[src/rtl/coh_pkg.sv]
package coh_pkg;
  typedef enum logic [2:0] {
    K_NONE, K_BCAST, K_INV_D, K_INV_I, K_UPD_D, K_UPD_I
  } cohKind_t;

  typedef struct packed {
    logic capture;
    logic evaluate;
    logic retire;
  } ctlStrobe_t;
endpackage

[src/rtl/coh_dp.sv]
module coh_dp import coh_pkg::*; #(
  parameter int LINE_W = 8,
  parameter int DATA_W = 32,
  localparam int ADDR_W = LINE_W + 4
) (
  input  logic              clk,
  input  logic              rstN,
  input  ctlStrobe_t        ctl,
  input  logic [ADDR_W-1:0] cmdAddr,
  input  logic [DATA_W-1:0] cmdWdata,
  input  logic [3:0]        cmdBe,
  input  logic              dHit,
  input  logic              iHit,
  output logic [LINE_W-1:0] lookupLine,
  output logic              dInval,
  output logic              iInval,
  output logic              dUpdate,
  output logic              iUpdate,
  output logic              rspSrc,
  output logic              respNeeded,
  output logic              lastPend
);
  cohKind_t kindQ, kindD;
  logic [LINE_W-1:0] lineQ, lineD;
  logic pendD, pendI, newPendD, newPendI;
  logic isBcast;

  assign isBcast = (cmdAddr == ADDR_W'(3));

  always_comb begin
    kindD = K_NONE;
    if (isBcast) kindD = K_BCAST;
    else begin
      case (cmdAddr[3:0])
        4'b0000: kindD = K_INV_D;
        4'b0100: kindD = K_INV_I;
        4'b1000: kindD = K_UPD_D;
        4'b1100: kindD = K_UPD_I;
        default: kindD = K_NONE;
      endcase
    end
    lineD = isBcast ? {cmdWdata[LINE_W-3:0], cmdBe[1:0]} : cmdAddr[ADDR_W-1:4];
  end

  always_comb begin
    newPendD = (kindQ == K_BCAST) ? dHit : (kindQ == K_INV_D || kindQ == K_UPD_D);
    newPendI = (kindQ == K_BCAST) ? iHit : (kindQ == K_INV_I || kindQ == K_UPD_I);
  end

  assign respNeeded = newPendD | newPendI;
  assign lastPend   = pendD ^ pendI;
  assign rspSrc     = ~pendD;
  assign lookupLine = lineQ;

  assign dInval  = ctl.evaluate & ((kindQ == K_BCAST & dHit) | kindQ == K_INV_D);
  assign iInval  = ctl.evaluate & ((kindQ == K_BCAST & iHit) | kindQ == K_INV_I);
  assign dUpdate = ctl.evaluate & (kindQ == K_UPD_D);
  assign iUpdate = ctl.evaluate & (kindQ == K_UPD_I);

  always_ff @(posedge clk) begin
    if (!rstN) begin
      kindQ <= K_NONE;
      lineQ <= '0;
      pendD <= 1'b0;
      pendI <= 1'b0;
    end else begin
      if (ctl.capture) begin
        kindQ <= kindD;
        lineQ <= lineD;
      end
      if (ctl.evaluate) begin
        pendD <= newPendD;
        pendI <= newPendI;
      end else if (ctl.retire) begin
        if (pendD) pendD <= 1'b0;
        else       pendI <= 1'b0;
      end
    end
  end
endmodule

[src/rtl/coh_ctl.sv]
module coh_ctl import coh_pkg::*; (
  input  logic       clk,
  input  logic       rstN,
  input  logic       cmdValid,
  output logic       cmdReady,
  input  logic       rspReady,
  output logic       rspValid,
  input  logic       respNeeded,
  input  logic       lastPend,
  output ctlStrobe_t ctl
);
  typedef enum logic [1:0] {S_IDLE, S_LOOK, S_RESP} state_t;
  state_t state;

  assign cmdReady     = (state == S_IDLE);
  assign rspValid     = (state == S_RESP);
  assign ctl.capture  = cmdValid & cmdReady;
  assign ctl.evaluate = (state == S_LOOK);
  assign ctl.retire   = rspValid & rspReady;

  always_ff @(posedge clk) begin
    if (!rstN) state <= S_IDLE;
    else begin
      case (state)
        S_IDLE: if (ctl.capture) state <= S_LOOK;
        S_LOOK: state <= respNeeded ? S_RESP : S_IDLE;
        S_RESP: if (ctl.retire && lastPend) state <= S_IDLE;
        default: state <= S_IDLE;
      endcase
    end
  end
endmodule

[src/rtl/coh_clean.sv]
module coh_clean #(
  parameter int LINE_W = 8,
  localparam int ADDR_W = LINE_W + 4
) (
  input  logic              dEvictReq,
  input  logic [LINE_W-1:0] dEvictLine,
  input  logic              iEvictReq,
  input  logic [LINE_W-1:0] iEvictLine,
  output logic              clnValid,
  input  logic              clnReady,
  output logic [ADDR_W-1:0] clnAddr,
  output logic              clnTrdid,
  output logic              dEvictAck,
  output logic              iEvictAck
);
  logic pickInstr;
  assign pickInstr = ~dEvictReq;
  assign clnValid  = dEvictReq | iEvictReq;
  assign clnTrdid  = pickInstr;
  assign clnAddr   = {(pickInstr ? iEvictLine : dEvictLine), 4'b0000};
  assign dEvictAck = clnValid & clnReady & ~pickInstr;
  assign iEvictAck = clnValid & clnReady & pickInstr;
endmodule

[src/rtl/coh_responder.sv]
module coh_responder import coh_pkg::*; #(
  parameter int LINE_W = 8,
  parameter int DATA_W = 32
) (
  input  logic              clk,
  input  logic              rstN,
  input  logic              cmdValid,
  output logic              cmdReady,
  input  logic [LINE_W+3:0] cmdAddr,
  input  logic [DATA_W-1:0] cmdWdata,
  input  logic [3:0]        cmdBe,
  output logic [LINE_W-1:0] lookupLine,
  input  logic              dHit,
  input  logic              iHit,
  output logic              dInval,
  output logic              iInval,
  output logic              dUpdate,
  output logic              iUpdate,
  output logic              rspValid,
  input  logic              rspReady,
  output logic              rspSrc,
  input  logic              dEvictReq,
  input  logic [LINE_W-1:0] dEvictLine,
  input  logic              iEvictReq,
  input  logic [LINE_W-1:0] iEvictLine,
  output logic              clnValid,
  input  logic              clnReady,
  output logic [LINE_W+3:0] clnAddr,
  output logic              clnTrdid,
  output logic              dEvictAck,
  output logic              iEvictAck
);
  ctlStrobe_t ctl;
  logic respNeeded, lastPend;

  coh_ctl u_ctl (
    .clk(clk), .rstN(rstN), .cmdValid(cmdValid), .cmdReady(cmdReady),
    .rspReady(rspReady), .rspValid(rspValid), .respNeeded(respNeeded),
    .lastPend(lastPend), .ctl(ctl)
  );

  coh_dp #(.LINE_W(LINE_W), .DATA_W(DATA_W)) u_dp (
    .clk(clk), .rstN(rstN), .ctl(ctl), .cmdAddr(cmdAddr), .cmdWdata(cmdWdata),
    .cmdBe(cmdBe), .dHit(dHit), .iHit(iHit), .lookupLine(lookupLine),
    .dInval(dInval), .iInval(iInval), .dUpdate(dUpdate), .iUpdate(iUpdate),
    .rspSrc(rspSrc), .respNeeded(respNeeded), .lastPend(lastPend)
  );

  coh_clean #(.LINE_W(LINE_W)) u_clean (
    .dEvictReq(dEvictReq), .dEvictLine(dEvictLine), .iEvictReq(iEvictReq),
    .iEvictLine(iEvictLine), .clnValid(clnValid), .clnReady(clnReady),
    .clnAddr(clnAddr), .clnTrdid(clnTrdid), .dEvictAck(dEvictAck),
    .iEvictAck(iEvictAck)
  );
endmodule

[config.mk]
export PLATFORM = sky130hd
export DESIGN_NAME = coh_responder
export DESIGN_NICKNAME = d
export VERILOG_FILES = /design/src/rtl/coh_pkg.sv /design/src/rtl/coh_dp.sv /design/src/rtl/coh_ctl.sv /design/src/rtl/coh_clean.sv /design/src/rtl/coh_responder.sv
export SDC_FILE = /design/constraint.sdc
export NUM_CORES = 1
export LEC_CHECK = 0
export CORE_MARGIN = 5
export CORE_UTILIZATION = 27
export DETAILED_ROUTE_END_ITERATION = 10
export PLACE_DENSITY = 0.92
export SLEW_MARGIN = 30
export SYNTH_ARGS = -nofsm -noshare
export SYNTH_HDL_FRONTEND = slang
export SYNTH_SLANG_ARGS = --single-unit
[constraint.sdc]
create_clock -name clk -period 1.54 [get_ports clk]
set_input_delay 0.154 -clock clk [delete_from_list [all_inputs] [get_ports clk]]
set_output_delay 0.154 -clock clk [all_outputs]
set_load 0.02 [all_outputs]
==> flow_metrics.env <==
export IMPL_track_usage=0.123
export IMPL_path_max_fanout=2
export IMPL_worstSkewPairLatency_ns=0.28
export IMPL_setup_violations=1
export IMPL_max_vdd_ir_drop_mv=0.381
export IMPL_post_route_min_period_ns=1.59
export IMPL_pwr_share_comb=0.371
export IMPL_wire_per_inst_um=12.6
export IMPL_cts_tree="done"
export IMPL_grt_max_degree=14
export IMPL_synth_seq_area_share=0.328
export IMPL_yosysWarnings=0
export IMPL_drt_initial_drc_count=26
export IMPL_netlist_area_sq_um=915
export IMPL_clk_root_buffer_cell="clkbuf_4"
export IMPL_avgSynthCellArea_sq_um=8.97
export IMPL_netlist_top_cell_by_area="dfxtp_1"
export IMPL_slowest_delay_ns=0.52
export IMPL_place_gp_congestion=0.811
export IMPL_worstHoldPathType="input port to register"
export IMPL_synth_top_family_by_area="simple AND/OR/NAND/NOR gates"
export IMPL_row_count=21
export IMPL_initial_core_util=0.276
export IMPL_synth_ff_type="dfxtp_1"
export IMPL_max_freq_mhz=629
export IMPL_cp_buffers_inverters=2
export IMPL_period_share=1.03
export IMPL_yosysMostFrequentCell="dfxtp_1"
export IMPL_fin_ws_ns=-0.0489
export IMPL_yosys_area_top_type_share=0.328
export IMPL_portBuffers=71
export IMPL_synth_adder_area_share=0
export IMPL_firstDrtPassIters=3
export IMPL_clockBufferDepth=2
export IMPL_wl_met1_um=969
export IMPL_n_antenna_cell=0
export IMPL_cts_buffers=3
export IMPL_ys_ff_latch=15
export IMPL_rsz0062_at_grt="yes"
export IMPL_maxCapViolations=0
export IMPL_fin_util=0.532
export IMPL_vias=1057
export IMPL_outcome="finished with violations"
export IMPL_wl_met3_um=590
export IMPL_power_frac_seq=0.409
export IMPL_synth_simple_gate_area_frac=0.211
export IMPL_power_density_nw_per_um2=588
export IMPL_slew_violations=0
export IMPL_synth_area_top_cells="dfxtp_1 33%, mux2i_1 9.8%, mux2_2 9.8%"
export IMPL_muxShareOfSynthArea=0.197
export IMPL_grt_pass1_wl_mm=4.30
export IMPL_clkTransAtPathRegs_ns=0.09
export IMPL_totalWireLength_mm=2.97
export IMPL_drive_gt1_frac=0.270
export IMPL_area_delta_synth_final_pct=92.6
export IMPL_preCtsSetupSlack_ns=-0.260
export IMPL_hold_violations=0
export IMPL_failed_checks="setup timing"
export IMPL_total_leakage_power_nw=0.743
export IMPL_vias_per_cell=4.50
export IMPL_cp_slowest_cell="or4b_4"
export IMPL_cp_top_family="simple AND/OR/NAND/NOR gates"
export IMPL_syn_inst=102
export IMPL_cp_start_kind="register"
export IMPL_nNetsFinal=263
export IMPL_path_cells="nand2b_4, or4b_4, inv_2, buf_6"
export IMPL_crit_path_end_kind="output pin"
export IMPL_design_die_area_sq_um=4650
export IMPL_grt_antenna_before_repair=0
export IMPL_io_pins=104
export IMPL_grt_pass1_vias=1048
export IMPL_htreeDepth=1
export IMPL_worst_setup_path_type="register to output pin"
export IMPL_grt_overflow=0
export IMPL_routed_top_layer="met4"
export IMPL_synthArstFlopShare=0
export IMPL_wl_met2_mm=1.37
export IMPL_synth_compound_area_share=0.144
export IMPL_synthTopCellsByCount="15 x dfxtp_1, 14 x inv_1, 9 x mux2i_1"
export IMPL_internal_power_mw=0.734
export IMPL_finish_instance_area_sq_um=1760
export IMPL_p_clk_frac=0.220
export IMPL_worstPathRequired_ns=1.39
export IMPL_p_sw_frac=0.291
export IMPL_cts_sinks=15
export IMPL_dp_hpwl_mm=2.52
export IMPL_arrival_ns=1.43
export IMPL_synth_edf_count=0
export IMPL_ant_nets=0
export IMPL_die_y_um=68.2
export IMPL_p_sw_mw=0.301
export IMPL_synth_distinct_cells=33
export IMPL_die_w_um=68.2
export IMPL_synth_xor_area_frac=0.00958
export IMPL_dpl_cell_area_sq_um=1770
export IMPL_placeableCoreArea_sq_um=3310
export IMPL_finalClockSkew_ns=0.00396
export IMPL_finalSetupTns_ns=-0.0489
export IMPL_drc_errors=0
## final cells by class
cell class,count,area [sq um]
Inverter,14,52.6
Tap cell,46,57.6
Clock buffer,4,26.3
Fill cell,319,1550
Multi-Input combinational cell,69,534
Sequential cell,15,307
Timing Repair Buffer,87,785
## registers in the layout (all words and copies together), names as in the netlist
name and count:
u_dp.pendI 1, u_dp.lookupLine 8, u_dp.pendD 1, u_dp.kindQ 3, u_ctl.state 2
## metrics by stage
step,hold slack [ns],total power [mW],instances
floorplan,0.287,0.607,105
global placement,0.495,0.832,231
detailed placement,0.507,0.839,231
CTS,0.409,1.06,235
global route,0.420,1.09,235
finish,0.416,1.04,235
## tightest hold or removal path: stages
cell	delay, ns
clkdlybuf4s50_1	0.40
inv_1	0.05
o22ai_1	0.05
## power by group through the flow
| stage | logic (mW) | clock network (mW) | registers (mW) |
|---|---|---|---|
| floorplan | 0.155 | 0 | 0.452 |
| global placement | 0.401 | 0 | 0.431 |
| detailed placement | 0.407 | 0 | 0.433 |
| CTS | 0.396 | 0.240 | 0.424 |
| global route | 0.413 | 0.253 | 0.427 |
| finish | 0.384 | 0.228 | 0.424 |
## final timing paths
kind / slack [ns] / cells after the start / to / startpoint
worst min register to register: 0.52 / 2 / u_dp.pendI / u_dp.pendI
worst max register to register: 0.19 / 4 / u_dp.pendD / u_ctl.state[1]
worst max-delay path: -0.05 / 4 / dUpdate / u_ctl.state[1]
worst min-delay path: 0.42 / 3 / u_dp.lookupLine[2] / cmdWdata[0]
## cell usage in the layout (no fill, tap or decap), drive strengths merged, types with 4 or more instances in the layout
cell type	count
dlygate4sd2	6
mux2	8
mux2i	9
o22ai	8
buf	25
inv	14
conb	4
clkdlybuf4s50	53
clkbuf	6
dfxtp	15
## logic make-up after synthesis
logic type	Yosys count
and+or+nand+nor	28
buffers and inverters	21
AOI/OAI and AO/OA	19
muxes	17
DFF	15
xor gates and xnor gates	1
other	1
## timing repair
item	4_1_cts	5_1_grt
hold buffers	0	0
setup buffers	0	0
resized for setup	51	14
endpoints found under the setup margin	18	10
pin swaps	1	0
## routing by layer
layer,GRT usage,vias to the layer above
li1,-,533
met1,0.107,453
met2,0.233,65
met3,0.0739,6
met4,0.0372,0
met5,0,-
Note: power is estimated with default switching activity, not from simulation.
